--- src/rtl/dcr_pkg.sv ---
package dcr_pkg;
  // samples in the majority window
  localparam int unsigned VOTE_N   = 3;
  // strobes between a raw level change and its detection as a filtered edge
  localparam int unsigned FILT_LAT = 2;
endpackage

--- src/rtl/dcr_rst_sync.sv ---
module dcr_rst_sync (
  input  logic clk,
  input  logic arst_n,
  output logic srst_n
);
  logic [1:0] stage_q;

  always_ff @(posedge clk or negedge arst_n) begin
    if (!arst_n) stage_q <= 2'b00;
    else         stage_q <= {stage_q[0], 1'b1};
  end

  assign srst_n = stage_q[1];
endmodule

--- src/rtl/dcr_vote_filter.sv ---
module dcr_vote_filter #(
  parameter int unsigned N = 3
) (
  input  logic clk,
  input  logic rst_n,
  input  logic smp_en,
  input  logic raw,
  output logic filt
);
  logic [N-2:0] hist_q, hist_d;
  logic         filt_q, filt_d;
  logic [N-1:0] win;
  logic         maj;

  assign win = {hist_q, raw};
  assign maj = ($countones(win) > (N / 2));

  always_comb begin
    hist_d = hist_q;
    filt_d = filt_q;
    if (smp_en) begin
      hist_d = win[N-2:0];
      filt_d = maj;
    end
  end

  always_ff @(posedge clk or negedge rst_n) begin
    if (!rst_n) begin
      hist_q <= '0;
      filt_q <= 1'b0;
    end else begin
      hist_q <= hist_d;
      filt_q <= filt_d;
    end
  end

  assign filt = filt_q;
endmodule

--- src/rtl/dcr_phase_track.sv ---
module dcr_phase_track
  import dcr_pkg::*;
#(
  parameter int unsigned RATIO_W   = 6,
  parameter int unsigned MIN_RATIO = 8,
  parameter int unsigned MAX_RATIO = 32
) (
  input  logic               clk,
  input  logic               rst_n,
  input  logic               smp_en,
  input  logic               dis,
  input  logic [RATIO_W-1:0] ratio,
  input  logic               filt,
  output logic               clk_rec,
  output logic               dat_rec
);
  localparam int unsigned CNT_W = $clog2(MAX_RATIO);

  logic [CNT_W-1:0]   cnt_q, cnt_d;
  logic               dat_q, dat_d;
  logic               prev_q, prev_d;
  logic [RATIO_W-1:0] ratio_c, half, reload, cnt_x;
  logic               wrap, edge_hit;

  always_comb begin
    if (ratio < RATIO_W'(MIN_RATIO))      ratio_c = RATIO_W'(MIN_RATIO);
    else if (ratio > RATIO_W'(MAX_RATIO)) ratio_c = RATIO_W'(MAX_RATIO);
    else                                  ratio_c = ratio;
  end

  assign half     = ratio_c >> 1;
  // reload places the next wrap at mid-bit, allowing for filter delay
  assign reload   = half + RATIO_W'(FILT_LAT);
  assign cnt_x    = RATIO_W'(cnt_q);
  assign wrap     = (cnt_x >= (ratio_c - 1'b1));
  assign edge_hit = (filt != prev_q);

  always_comb begin
    cnt_d  = cnt_q;
    dat_d  = dat_q;
    prev_d = prev_q;
    if (dis) begin
      cnt_d  = '0;
      prev_d = filt;
    end else if (smp_en) begin
      prev_d = filt;
      if (edge_hit) begin
        cnt_d = CNT_W'(reload);
      end else if (wrap) begin
        cnt_d = '0;
        dat_d = filt;
      end else begin
        cnt_d = cnt_q + 1'b1;
      end
    end
  end

  always_ff @(posedge clk or negedge rst_n) begin
    if (!rst_n) begin
      cnt_q  <= '0;
      dat_q  <= 1'b0;
      prev_q <= 1'b0;
    end else begin
      cnt_q  <= cnt_d;
      dat_q  <= dat_d;
      prev_q <= prev_d;
    end
  end

  assign clk_rec = !dis && (cnt_x >= half);
  assign dat_rec = dat_q;
endmodule

--- src/rtl/dcr_recover.sv ---
module dcr_recover
  import dcr_pkg::*;
#(
  parameter int unsigned RATIO_W   = 6,
  parameter int unsigned MIN_RATIO = 8,
  parameter int unsigned MAX_RATIO = 32
) (
  input  logic               clk,
  input  logic               rst_n,
  input  logic               smp_en,
  input  logic               raw_in,
  input  logic [RATIO_W-1:0] ratio,
  input  logic               rec_dis,
  output logic               dat_out,
  output logic               clk_out
);
  logic srst_n;
  logic filt_w;
  logic clk_w;
  logic dat_w;

  dcr_rst_sync u_rst (
    .clk    (clk),
    .arst_n (rst_n),
    .srst_n (srst_n)
  );

  dcr_vote_filter #(.N(VOTE_N)) u_filt (
    .clk    (clk),
    .rst_n  (srst_n),
    .smp_en (smp_en),
    .raw    (raw_in),
    .filt   (filt_w)
  );

  dcr_phase_track #(
    .RATIO_W   (RATIO_W),
    .MIN_RATIO (MIN_RATIO),
    .MAX_RATIO (MAX_RATIO)
  ) u_trk (
    .clk     (clk),
    .rst_n   (srst_n),
    .smp_en  (smp_en),
    .dis     (rec_dis),
    .ratio   (ratio),
    .filt    (filt_w),
    .clk_rec (clk_w),
    .dat_rec (dat_w)
  );

  assign dat_out = rec_dis ? raw_in : dat_w;
  assign clk_out = clk_w;
endmodule

--- config.mk ---
export PLATFORM = sky130hd
export DESIGN_NAME = dcr_recover
export DESIGN_NICKNAME = d
export VERILOG_FILES = /design/src/rtl/dcr_pkg.sv /design/src/rtl/dcr_rst_sync.sv /design/src/rtl/dcr_vote_filter.sv /design/src/rtl/dcr_phase_track.sv /design/src/rtl/dcr_recover.sv
export SDC_FILE = /design/constraint.sdc
export NUM_CORES = 1
export LEC_CHECK = 0
export BUFFER_PORTS_ARGS = -buffer_cell sky130_fd_sc_hd__buf_2
export CORE_MARGIN = 8
export CORE_UTILIZATION = 59
export DETAILED_ROUTE_END_ITERATION = 7
export GPL_TIMING_DRIVEN = 0
export PLACE_DENSITY = 0.82
export SLEW_MARGIN = 20
export SYNTH_ARGS = -nofsm -noshare
export SYNTH_HDL_FRONTEND = slang
export SYNTH_HIERARCHICAL = 1
export SYNTH_SLANG_ARGS = --single-unit
--- constraint.sdc ---
create_clock -name clk -period 4.1 [get_ports clk]
set_clock_uncertainty 0.2 [all_clocks]
set_input_delay 0.82 -clock clk [delete_from_list [all_inputs] [get_ports clk]]
set_output_delay 0.82 -clock clk [all_outputs]
set_load 0.05 [all_outputs]
# After elaboration in Yosys (flattened, before gate mapping)
# Index checks and enable logic that the tools add are counted.
[classes]
add_sub_neg = 5
magnitude_cmp = 5
n_eq_ne = 1
n_mux = 9
bitwise_logic = 2
reduce_logical = 4
[ops]
columns = ["operator", "n"]
rows = [
  ["32-bit by 1-bit adder with 32-bit output", 1],
  ["32-bit by 1-bit > comparator with 1-bit output (second input constant)", 1],
  ["5-bit 2-to-1 mux", 4],
  ["6-bit 2-to-1 mux", 2],
  ["5-bit by 6-bit >= comparator with 1-bit output", 1],
  ["6-bit > comparator (second input constant)", 1],
  ["6-bit by 4-bit < comparator with 1-bit output (second input constant)", 1],
  ["6-bit by 1-bit subtractor with 6-bit output (second input constant)", 1],
  ["5-bit by 1-bit adder with 5-bit output (second input constant)", 1],
  ["5-bit by 2-bit adder with 5-bit output (second input constant)", 1],
  ["5-bit >= comparator", 1],
  ["4-bit AND reduction", 1],
  ["1-bit 2-to-1 mux", 3],
  ["1-bit by 1-bit adder with 2-bit output", 1],
  ["1-bit inverter", 2],
  ["2-bit nonzero test", 1],
  ["1-bit logical AND", 1],
  ["1-bit logical NOT", 1],
  ["1-bit != test", 1],
]
[word_totals]
ff_bits = 12
input_bits = 11
out_inout_bits = 2
word_cells = 32

# Logic depth before layout (Yosys ltp)
[logic_depth]
ltp_word = 9
depth_mapped = 11
depth_no_buf = 11

# Modules after synthesis
# The synthesis kept the hierarchy.
[modules_own_cells]
columns = ["mod", "instances", "cells_per_inst", "area_per_inst_um2", "seq_area_each_um2"]
rows = [
  ["dcr_phase_track", 1, 87, 732.0, 175.2],
  ["dcr_vote_filter", 1, 9, 123.9, 75.1],
  ["dcr_rst_sync", 1, 3, 53.8, 50.0],
  ["dcr_recover", 1, 1, 15.0, 0.0],
]

# Worst setup path before layout
# Ideal clock, no wire load.
[synth_timing]
kind = "input-to-output"
start = "in ratio[3]"
end = "out clk_out"
arrival_time_ps = 2810
required_time_ps = 3080
slack_ps = 270
cell_stages = 10
path_buffers = 0
cell_sequence = "nor2_1 nor2_1 nand2_1 inv_1 ha_1 nand2b_1 a21oi_1 nor2b_1 o21ai_0 a211oi_1"
[synth_between]
elab_chain_cells = 5
word_cells_on_any_way = 6
classes_between = "3 x order compare; 2 x mux; 1 x reduce/logical"
[synth_rtl]
columns = ["item", "line_no", "rtl"]
rows = [
  ["start, declared", "dcr_recover.sv:12", "input logic [RATIO_W-1:0] ratio,"],
  ["6-bit > comparator", "dcr_phase_track.sv:27", "else if (ratio > RATIO_W'(MAX_RATIO)) ratio_c = RATIO_W'(MAX_RATIO);"],
  ["6-bit 2-to-1 mux", "dcr_phase_track.sv:27", ""],
  ["6-bit 2-to-1 mux *", "dcr_phase_track.sv:26", "if (ratio < RATIO_W'(MIN_RATIO)) ratio_c = RATIO_W'(MIN_RATIO);"],
  ["5-bit >= comparator *", "dcr_phase_track.sv:70", "assign clk_rec = !dis && (cnt_x >= half);"],
  ["1-bit logical AND *", "dcr_phase_track.sv:70", ""],
  ["end, declared", "dcr_recover.sv:15", "output logic clk_out"],
]
# Every way passes the cells marked *; elsewhere a longest branch is shown, timed or not.

# Final worst setup path
[layout_timing]
start = "in ratio[4]"
end = "out clk_out"
# The elaborated chain is that of the path after synthesis.

==> impl_metrics.env <==
export IMPL_synth_top_cell_area_share_pct=32.5
export IMPL_synth_net_count=126
export IMPL_gp_congestion=0.817
export IMPL_final_hold_viol_count=0
export IMPL_layout_min_cycle_time_ns=3.47
export IMPL_grt_first_pass_wirelength_um=3440
export IMPL_required_ns=3.08
export IMPL_postRouteAntennaNets=0
export IMPL_synthCells=100
export IMPL_clk_insertion_delay_late_ns=0.27
export IMPL_crit_fanout=5
export IMPL_cts_setup_buffers=0
export IMPL_whs_ns=0.116
export IMPL_antenna_found_initial=0
export IMPL_grt_use_total_pct=13.5
export IMPL_place_ws_ns=0.657
export IMPL_htree_levels=1
export IMPL_ios=13
export IMPL_clock_fmax_ghz=0.288
export IMPL_critical_path_max_stage_delay_ns=0.22
export IMPL_final_util_pct=70.6
export IMPL_drt_iter0_markers=22
export IMPL_final_setup_viol_count=0
export IMPL_drcViolationCount=0
export IMPL_drive_gt1_share_pct=19.7
export IMPL_coreArea_mm2=0.00149
export IMPL_initial_utilization_pct=62.1
export IMPL_cts_reportedPaths_clkPinSlew_ns=0.07
export IMPL_rsz0062_at_grt="false"
export IMPL_die_w_um=55.6
export IMPL_routed_wl_um=1990
export IMPL_cp_arrival_ns=2.45
export IMPL_yosysWarnings=6
export IMPL_ys_types=27
export IMPL_cts_tree="built"
export IMPL_setup_tns_ns=0
export IMPL_ys_ff_latch=12
export IMPL_avgRoutedWirePerCell_um=15.0
export IMPL_p_per_area_mw_per_mm2=375
export IMPL_rows=14
export IMPL_vias=788
export IMPL_cp_slowest_cell="buf_2"
export IMPL_p_leak_uw=0.000537
export IMPL_area_delta_synth_final_pct=13.7
export IMPL_drt_pass1_iter_count=4
export IMPL_path_cells="buf_2 > nor2_1 > nor2_1 > nand2_1 > inv_1 > ha_1 > nand2b_1 > a21oi_1 > nor2b_1 > o21ai_0 > a211oi_1 > buf_2"
export IMPL_cts_resized=0
export IMPL_io_buffers=12
export IMPL_synthTopCellsByArea="dfrtp_1, ha_1, mux2_2"
export IMPL_cts_sinks=12
export IMPL_endpoint_kind="output port"
export IMPL_yosysTopAreaCell="dfrtp_1"
export IMPL_nets=144
export IMPL_ys_seq_area_share_pct=32.5
export IMPL_netlist_area_um2=925
export IMPL_fp_dieH_um=55.6
export IMPL_routed_via_density=5.92
export IMPL_criticalPathCategory="in -> out"
export IMPL_dieArea_mm2=0.00309
export IMPL_root_buffer="clkbuf_4"
export IMPL_start_kind="input port"
export IMPL_timing_final_crit_share_pct=84.7
export IMPL_overflow=0
export IMPL_outcome="finished, final reports clean"
export IMPL_grt_pass1_vias=830
export IMPL_antennaDiodeCount=0
export IMPL_grt_max_degree=11
export IMPL_ctsHoldBuffers=1
export IMPL_max_cap_violations=0
export IMPL_hold_path_class="in -> async"
export IMPL_post_dp_hpwl_um=1630
export IMPL_maxSlewViolCount=0
export IMPL_peakVddDrop_mv=0.272
export IMPL_syn_avg_cell_area_um2=9.25
export IMPL_numCtsBuffers=3
export IMPL_cts_path_max_buffers=2
export IMPL_finalWorstSetupSlack_ns=0.626
[kinds of logic after synthesis]
| family | Yosys count | share of synthesized area [%] |
|---|---|---|
| mux | 5 | 6.49 |
| other cells | 1 | 0.406 |
| buf+inv | 7 | 2.84 |
| compound gates | 22 | 14.7 |
| fa+ha+maj | 15 | 20.3 |
| flops | 12 | 32.5 |
| simple gates | 32 | 16.2 |
| xor+xnor | 6 | 6.50 |
[metrics by stage]
| stage | cell area (um2) | cells | total power (uW) |
|---|---|---|---|
| floorplan | 925 | 100 | 260 |
| global placement | 1000 | 128 | 287 |
| detailed placement | 1000 | 128 | 300 |
| CTS | 1050 | 133 | 396 |
| global route | 1050 | 133 | 420 |
| finish | 1050 | 133 | 394 |
[cells in the final DEF, fill, tap and decap left out]
master,n
ha_1,15
buf_2,12
dfrtp_1,12
nand2_1,12
a21oi_1,8
nor2_1,7
inv_1,7
mux2_2,4
xor2_1,4
nand3_1,4
clkbuf_4,3
o21ai_0,3
o221ai_1,3
or3_1,2
a211oi_1,2
nand2b_1,2
nor2b_1,2
a31oi_1,2
mux2_4,1
clkbuf_8,1
dlygate4sd3_1,1
conb_1,1
xnor2_1,1
a21o_1,1
o21ai_1,1
xnor2_2,1
and2b_2,1
or2_1,1
o22ai_1,1
nand4_1,1
a211o_1,1
[final timing paths]
| check | start | end | slack, ns | depth (start not counted) |
|---|---|---|---|---|
| max | ratio[4] | clk_out | 0.63 | 12 |
| min | rst_n | u_rst/stage_q[0] | 0.12 | 1 |
| max reg2reg | u_trk/cnt_q[2] | u_trk/cnt_q[1] | 1.90 | 6 |
| min reg2reg | u_rst/stage_q[0] | u_rst/stage_q[1] | 0.17 | 0 |
| max in group asynchronous | u_rst/stage_q[1] | u_filt/hist_q[0] | 2.86 | 1 |
| min in group clk | u_rst/stage_q[0] | u_rst/stage_q[1] | 0.17 | 0 |
[layout make-up]
class	count	area, um2
fillers	119	438
multi-input cells	81	598
flip-flops and latches	12	300
repair buffers	13	70.1
well taps	16	20.0
inverters	7	26.3
clock buffers	4	36.3
[where the power goes]
part           total (uW)  internal (uW)  switching [uW]
Clock                94.2           54.0            40.2
Sequential            161            138            22.8
Combinational         140           61.1            78.4
Total                 394            253             141
[cell usage after synthesis]
cell,count
ha_1,15
dfrtp_1,12
nand2_1,12
a21oi_1,8
inv_1,7
nor2_1,7
mux2_2,4
nand3_1,4
xor2_1,4
o21ai_0,3
o221ai_1,3
a211oi_1,2
a31oi_1,2
nand2b_1,2
nor2b_1,2
or3_1,2
a211o_1,1
a21o_1,1
and2b_2,1
conb_1,1
mux2_4,1
nand4_1,1
o21ai_1,1
o22ai_1,1
or2_1,1
xnor2_1,1
xnor2_2,1
[worst max-delay path, delay by kind of cell]
family / cells / cell delay (ns)
buffers and inverters: 3 / 0.41
adder cells (fa/ha/maj): 1 / 0.21
AO/OA/AOI/OAI: 3 / 0.44
AND/OR/NAND/NOR: 5 / 0.58
[sequential cells by signal (all words and copies together), names as in the netlist]
| signal | cells |
|---|---|
| u_trk/prev_q | 1 |
| u_rst/stage_q | 2 |
| u_filt/hist_q | 2 |
| u_filt/filt | 1 |
| u_trk/cnt_q | 5 |
| u_trk/dat_rec | 1 |
[metal layers]
| layer | vias up | global-route usage, % | share of wire, % | routed length, um |
|---|---|---|---|---|
| met4 | 0 | 9.51 | 2.8 | 56 |
| li1 | 391 | - | - | - |
| met5 | - | 0 | 0 | 0 |
| met1 | 371 | 13.7 | 41 | 813 |
| met2 | 19 | 24.2 | 52 | 1040 |
| met3 | 7 | 2.51 | 3.9 | 77 |
(Power assumes the default switching activity.)
